--- config.mk ---
export PLATFORM = sky130hd
export DESIGN_NAME = sdram_wr_seq
export DESIGN_NICKNAME = d
export VERILOG_FILES = /design/src/rtl/sdram_wr_pkg.sv /design/src/rtl/sdram_wr_ctrl.sv /design/src/rtl/sdram_wr_pins.sv /design/src/rtl/sdram_wr_seq.sv
export SDC_FILE = /design/constraint.sdc
export NUM_CORES = 1
export LEC_CHECK = 0
export ABC_CLOCK_PERIOD_IN_PS = 3300
export CAP_MARGIN = 0
export CORE_ASPECT_RATIO = 1.5
export CORE_UTILIZATION = 45
export DETAILED_ROUTE_END_ITERATION = 7
export GPL_TIMING_DRIVEN = 0
export PLACE_DENSITY = 0.79
export SYNTH_ARGS = -nofsm -noshare
export SYNTH_HDL_FRONTEND = slang
export SYNTH_SLANG_ARGS = --single-unit
export TNS_END_PERCENT = 10
--- constraint.sdc ---
create_clock -name clk -period 3.3 [get_ports clk]
set_input_delay 0.825 -clock clk [delete_from_list [all_inputs] [get_ports clk]]
set_output_delay 0.825 -clock clk [all_outputs]
set_load 0.005 [all_outputs]
--- src/rtl/sdram_wr_pkg.sv ---
package sdram_wr_pkg;

    // {cs_n, ras_n, cas_n, we_n}
    typedef enum logic [3:0] {
        CMD_ACT = 4'b0011,
        CMD_WR  = 4'b0100,
        CMD_PRE = 4'b0010,
        CMD_NOP = 4'b0111
    } sd_cmd_e;

    // address bit that carries the precharge mode / auto-precharge flag
    localparam int unsigned AP_BIT = 10;

    function automatic int unsigned ns2cyc(input int unsigned ns, input int unsigned tck);
        return (ns + tck - 1) / tck;
    endfunction

    function automatic int unsigned max2(input int unsigned a, input int unsigned b);
        return (a > b) ? a : b;
    endfunction

    // Slot of the precharge, counted in cycles from the activate
    function automatic int unsigned pre_slot(input int unsigned rcd, input int unsigned wr,
                                             input int unsigned ras);
        return max2(ras, rcd + wr);
    endfunction

    // Earliest slot of the next activate
    function automatic int unsigned next_slot(input int unsigned pre, input int unsigned rp,
                                              input int unsigned rc);
        return max2(pre + rp, rc);
    endfunction

endpackage

--- src/rtl/sdram_wr_ctrl.sv ---
module sdram_wr_ctrl
    import sdram_wr_pkg::*;
#(
    parameter int unsigned WR_SLOT  = 3,
    parameter int unsigned PRE_SLOT = 6,
    parameter int unsigned NXT_SLOT = 10
) (
    input  logic    clk,
    input  logic    rst,
    input  logic    req_valid,
    output logic    req_ready,
    output logic    accept,
    output sd_cmd_e nxt_cmd
);
    localparam int unsigned CNT_W = $clog2(NXT_SLOT + 1);

    logic             busy;
    logic [CNT_W-1:0] slot;
    logic [CNT_W-1:0] slot_n;

    assign req_ready = !busy;
    assign accept    = req_valid && !busy;
    assign slot_n    = slot + CNT_W'(1);

    always_comb begin
        nxt_cmd = CMD_NOP;
        if (accept) begin
            nxt_cmd = CMD_ACT;
        end else if (busy) begin
            if (slot_n == CNT_W'(WR_SLOT))
                nxt_cmd = CMD_WR;
            else if (slot_n == CNT_W'(PRE_SLOT))
                nxt_cmd = CMD_PRE;
        end
    end

    always_ff @(posedge clk) begin
        if (rst) begin
            busy <= 1'b0;
            slot <= '0;
        end else if (accept) begin
            busy <= 1'b1;
            slot <= '0;
        end else if (busy) begin
            slot <= slot_n;
            if (slot_n == CNT_W'(NXT_SLOT - 1))
                busy <= 1'b0;
        end
    end

endmodule

--- src/rtl/sdram_wr_pins.sv ---
module sdram_wr_pins
    import sdram_wr_pkg::*;
#(
    parameter int unsigned BANK_W = 2,
    parameter int unsigned ROW_W  = 12,
    parameter int unsigned COL_W  = 9,
    parameter int unsigned DATA_W = 16,
    parameter int unsigned MASK_W = 2,
    parameter int unsigned ADDR_W = 12
) (
    input  logic              clk,
    input  logic              rst,
    input  logic              accept,
    input  sd_cmd_e           nxt_cmd,
    input  logic [BANK_W-1:0] req_bank,
    input  logic [ROW_W-1:0]  req_row,
    input  logic [COL_W-1:0]  req_col,
    input  logic [DATA_W-1:0] req_data,
    input  logic [MASK_W-1:0] req_mask,
    input  logic              req_all_banks,
    output sd_cmd_e           cmd_q,
    output logic [BANK_W-1:0] ba_q,
    output logic [ADDR_W-1:0] addr_q,
    output logic [DATA_W-1:0] dq_q,
    output logic              oe_q,
    output logic [MASK_W-1:0] dqm_q,
    output logic              done_q
);
    // held copy of the request, captured at acceptance
    logic [BANK_W-1:0] bank_h;
    logic [COL_W-1:0]  col_h;
    logic [DATA_W-1:0] data_h;
    logic [MASK_W-1:0] mask_h;
    logic              all_h;

    logic [ADDR_W-1:0] addr_n;
    logic [BANK_W-1:0] ba_n;

    always_ff @(posedge clk) begin
        if (rst) begin
            bank_h <= '0;
            col_h  <= '0;
            data_h <= '0;
            mask_h <= '0;
            all_h  <= 1'b0;
        end else if (accept) begin
            bank_h <= req_bank;
            col_h  <= req_col;
            data_h <= req_data;
            mask_h <= req_mask;
            all_h  <= req_all_banks;
        end
    end

    always_comb begin
        addr_n = '0;
        ba_n   = '0;
        unique case (nxt_cmd)
            CMD_ACT: begin
                addr_n = ADDR_W'(req_row);
                ba_n   = req_bank;
            end
            CMD_WR: begin
                addr_n = ADDR_W'(col_h);   // bit AP_BIT stays low
                ba_n   = bank_h;
            end
            CMD_PRE: begin
                addr_n[AP_BIT] = all_h;
                ba_n           = bank_h;
            end
            default: ;
        endcase
    end

    always_ff @(posedge clk) begin
        if (rst) begin
            cmd_q  <= CMD_NOP;
            ba_q   <= '0;
            addr_q <= '0;
            dq_q   <= '0;
            oe_q   <= 1'b0;
            dqm_q  <= '1;
            done_q <= 1'b0;
        end else begin
            cmd_q  <= nxt_cmd;
            ba_q   <= ba_n;
            addr_q <= addr_n;
            dq_q   <= (nxt_cmd == CMD_WR) ? data_h : '0;
            oe_q   <= (nxt_cmd == CMD_WR);
            dqm_q  <= (nxt_cmd == CMD_WR) ? mask_h : '1;
            done_q <= (nxt_cmd == CMD_PRE);
        end
    end

endmodule

--- src/rtl/sdram_wr_seq.sv ---
module sdram_wr_seq
    import sdram_wr_pkg::*;
#(
    parameter int unsigned T_CK_NS      = 8,
    parameter int unsigned T_RCD_NS     = 20,
    parameter int unsigned T_RP_NS      = 20,
    parameter int unsigned T_RAS_NS     = 48,
    parameter int unsigned T_RC_NS      = 80,
    parameter int unsigned T_WR_NS      = 15,
    parameter int unsigned T_RAS_MAX_NS = 120000,
    parameter int unsigned BANK_W       = 2,
    parameter int unsigned ROW_W        = 12,
    parameter int unsigned COL_W        = 9,
    parameter int unsigned DATA_W       = 16,
    parameter int unsigned MASK_W       = 2,
    parameter int unsigned ADDR_W       = 12
) (
    input  logic              clk,
    input  logic              rst,
    input  logic              req_valid,
    output logic              req_ready,
    input  logic [BANK_W-1:0] req_bank,
    input  logic [ROW_W-1:0]  req_row,
    input  logic [COL_W-1:0]  req_col,
    input  logic [DATA_W-1:0] req_data,
    input  logic [MASK_W-1:0] req_mask,
    input  logic              req_all_banks,
    output logic              done,
    output logic              sd_cke,
    output logic              sd_cs_n,
    output logic              sd_ras_n,
    output logic              sd_cas_n,
    output logic              sd_we_n,
    output logic [BANK_W-1:0] sd_ba,
    output logic [ADDR_W-1:0] sd_addr,
    output logic [DATA_W-1:0] sd_dq_o,
    output logic              sd_dq_oe,
    output logic [MASK_W-1:0] sd_dqm
);
    localparam int unsigned RCD_C    = ns2cyc(T_RCD_NS, T_CK_NS);
    localparam int unsigned RP_C     = ns2cyc(T_RP_NS, T_CK_NS);
    localparam int unsigned RAS_C    = ns2cyc(T_RAS_NS, T_CK_NS);
    localparam int unsigned RC_C     = ns2cyc(T_RC_NS, T_CK_NS);
    localparam int unsigned WR_C     = ns2cyc(T_WR_NS, T_CK_NS);
    localparam int unsigned PRE_SLOT = pre_slot(RCD_C, WR_C, RAS_C);
    localparam int unsigned NXT_SLOT = next_slot(PRE_SLOT, RP_C, RC_C);

    logic    accept;
    sd_cmd_e nxt_cmd;
    sd_cmd_e cmd_q;

    sdram_wr_ctrl #(
        .WR_SLOT (RCD_C),
        .PRE_SLOT(PRE_SLOT),
        .NXT_SLOT(NXT_SLOT)
    ) ctrl_i (
        .clk      (clk),
        .rst      (rst),
        .req_valid(req_valid),
        .req_ready(req_ready),
        .accept   (accept),
        .nxt_cmd  (nxt_cmd)
    );

    sdram_wr_pins #(
        .BANK_W(BANK_W),
        .ROW_W (ROW_W),
        .COL_W (COL_W),
        .DATA_W(DATA_W),
        .MASK_W(MASK_W),
        .ADDR_W(ADDR_W)
    ) pins_i (
        .clk          (clk),
        .rst          (rst),
        .accept       (accept),
        .nxt_cmd      (nxt_cmd),
        .req_bank     (req_bank),
        .req_row      (req_row),
        .req_col      (req_col),
        .req_data     (req_data),
        .req_mask     (req_mask),
        .req_all_banks(req_all_banks),
        .cmd_q        (cmd_q),
        .ba_q         (sd_ba),
        .addr_q       (sd_addr),
        .dq_q         (sd_dq_o),
        .oe_q         (sd_dq_oe),
        .dqm_q        (sd_dqm),
        .done_q       (done)
    );

    assign sd_cke = 1'b1;
    assign {sd_cs_n, sd_ras_n, sd_cas_n, sd_we_n} = cmd_q;

endmodule

==> results.md <==
- Worst path required time: between 2 and 2.5 ns
- M1 GR Usage: 21.51%
- GRT Total Usage: 20.01%
- Top_reg_cell synth: dfxtp_1
- CTS Root Cell: clkbuf_8
- Via Count: 1908
- Die W: around 63 µm
- Net count after synthesis: 261
- Final Wtd Congestion: 0.8289
- Crit-path cells: buf_6, inv_1, clkdlybuf4s50_1
- Count leader, synth: dfxtp_1
- Ys Warns: 0
- Rows: 32
- CTS tree: yes
- Port buffer count: 82
- ANT nets after route: 0
- Setup-failing EPs final: 0
- Drt pass-1 iters: 4
- First-pass GRT wire length: 8935 µm
- Worst-Margin Slew: 0.5140 ns
- Max IR drop VDD: between 0.3 and 0.4 mV
- Initial antenna violation count: 0
- Vert. Die Dim: 93.40 µm
- Finished Core Util: slightly below 70%
- Fin Setup TNS: 0 ns
- Post-synth EDFFs: 0
- Top cells by area, synth: dfxtp_1 58%, a22o_1 9.8%, a32o_1 4.4%
- Maximum clock frequency: 450.3 MHz
- CP delay by family, top: buffers and inverters
- Starting Density: 47.78%
- Asr flop ratio synth: 0%
- N_diodes: 0
- Critical Path AT: 1.40 ns
- Clk_lat worst skew: 0.34 ns
- Clock slew at reported path FFs: 0.08 ns
- Leakage: between 1.5 and 2 nW
- Die area: 5878 µm²
- Crit path max fanout: 8
- Pins Over Slew Limit: 0
- Worst path max stage delay: 0.50 ns
- Final worst path period share: approximately 67%
- Commonest cells post-synth: 72 x dfxtp_1, 28 x a22o_1, 16 x and3_1
- Top cell type's share of synthesized area: 57.51%
- Setup Skew: 0.007248 ns
- Area delta synth->final: 44.88%
- Cell Area, Synth: 2506 µm²
- Core ar.: 5245 µm²
- Grt met3 use: under 10%
- Startpoint types: flop
- Met2 Usage GRT: between 30% and 40%
- Unrepaired setup endpoints after global routing: no
- Share of layout cells above drive strength 1: 14.19%
- Slew HR: approximately two thirds
- Setup Fix Bufs, Post-CTS: 0
- # IOs: 85
- Bufs and invs on worst path: 3
- Starting DRT DRC Count: 100
- Slowest cell on the critical path: clkdlybuf4s50_1
- CTS sink count: 72
- PostCTS Resize Cnt: 0
- Synthesized area per cell: 11.82 µm²
- Cell variety after synth: 40
- Fillers: 401
- Clock Path Buffers: 2
- H-tree Lvls: 3
- Crit Path Class: reg2out
- Global routing's busiest layer: met2
- Status: finished, final reports clean
- Final Hold Vio Count: 0
- Area after DPL: between 3000 and 4000 µm²
- Cts hold-fix bufs: 0
- Power after layout: between 0.0015 and 0.002 W
- Critical path capture point type: primary output
- Vias per inst: around 5
- CTS Buf Count: 9
- DRC Markers: 0
- Vias in the first global route: approximately 1.9k
- Post-synthesis sequential area ratio: 57.51%
- Mapped Cells: 212
- Largest area contributor in the netlist: dfxtp_1
- PwrDens: a little over 500 nW/µm²
- Hold WC Path Type: reg2reg
- Grt ovf: 0
- Drt total wl: 5577 µm
- Wirelength per Cell: between 10 and 15 µm
- Final instance area: 3631 µm²
- Largest net degree at the start of global routing: 14
- Final HPWL DP: 3940 µm
- Max-cap viol count: 0
- Tmin final: 2.221 ns
- Final #Nets: between 300 and 400
- Synthesis-stage register bit count: 72
cells by family (layout without fill, tap and decap cells):
kind of cell	after synthesis	in the layout	synth area share, %
AOI/OAI and AO/OA	53	53	19.42
buffers and inverters	25	123	6.290
other	2	2	0.2997
and+or+nand+nor	50	50	12.13
xor gates and xnor gates	3	3	1.049
muxes	3	3	1.298
DFF	72	72	57.51
adders and majority gates	4	4	1.997
sequential cells by signal (all words and copies together), names as in the netlist:
name and cells:
ctrl_i.slot 4, pins_i.done_q 1, pins_i.cmd_q 3, pins_i.all_h 1
pins_i.col_h 9, pins_i.mask_h 2, pins_i.bank_h 2, ctrl_i.busy 1
pins_i.ba_q 2, pins_i.oe_q 1, pins_i.dq_q 16, pins_i.dqm_q 2
pins_i.addr_q 12, pins_i.data_h 16
worst paths after layout:
| kind | slack, ns | end | cells past startpoint | startpoint |
|---|---|---|---|---|
| setup / recovery | 1.08 | req_ready | 3 | ctrl_i.busy$_SDFF_PP0_ |
| hold / removal | 0.46 | pins_i.dqm_q[1]$_SDFF_PP1_ | 1 | pins_i.mask_h[1]$_SDFFE_PP0P_ |
| setup reg to reg | 1.43 | pins_i.addr_q[7]$_SDFF_PP0_ | 6 | ctrl_i.slot[0]$_SDFFE_PP0P_ |
| hold reg to reg | 0.46 | pins_i.dqm_q[1]$_SDFF_PP1_ | 1 | pins_i.mask_h[1]$_SDFFE_PP0P_ |
final cells by class:
cell class	instances	area, µm²	share of cell area (%)
inverter	7	26.28	0.7236
multi-input combinational	115	907.1	24.98
timing repair buffer	82	820.8	22.61
buffer	18	131.4	3.618
clock inverter	7	95.09	2.619
clock buffer	9	123.9	3.411
sequential	72	1441	39.70
tap	68	85.08	2.343
per-layer routing:
| metal | vias to the layer above | part of all wire (%) |
|---|---|---|
| met1 | 885 | 39 |
| met4 | 0 | 1.2 |
| met3 | 9 | 6.5 |
| met2 | 64 | 53 |
| met5 | - | 0 |
| li1 | 950 | - |
through the flow:
stage	hold WS, ns	instances	setup slack (ns)
after CTS	0.4719	378	1.059
final	0.4633	378	1.079
after detailed placement	0.4470	362	0.7638
after floorplan	0.4163	212	1.607
after global placement	0.4397	362	0.7980
after global routing	0.4863	378	1.018
placed cells by master (no fill, tap or decap), drive strengths merged, types with 2 or more instances in the layout:
cell           count
o221ai             2
mux2               2
dfxtp             72
bufinv             2
a32o              11
or3                2
clkbuf            10
and2               5
inv                8
ha                 4
o21ai              3
a21oi              2
conb               2
a22o              28
xnor2              2
nor2               7
clkinv             3
nand2              8
clkdlybuf4s50     82
and3              16
nand3              4
buf               17
power breakdown:
| part | total (W) | leakage (nW) | internal, W | switching [W] |
|---|---|---|---|---|
| Clock | 0.000754 | 0.110 | 0.000426 | 0.000328 |
| Combinational | 0.000190 | 0.815 | 0.000117 | 0.0000728 |
| Sequential | 0.000936 | 0.587 | 0.000911 | 0.0000246 |
| Total | 0.00188 | 1.51 | 0.00145 | 0.000425 |
(Power assumes the default switching activity.)
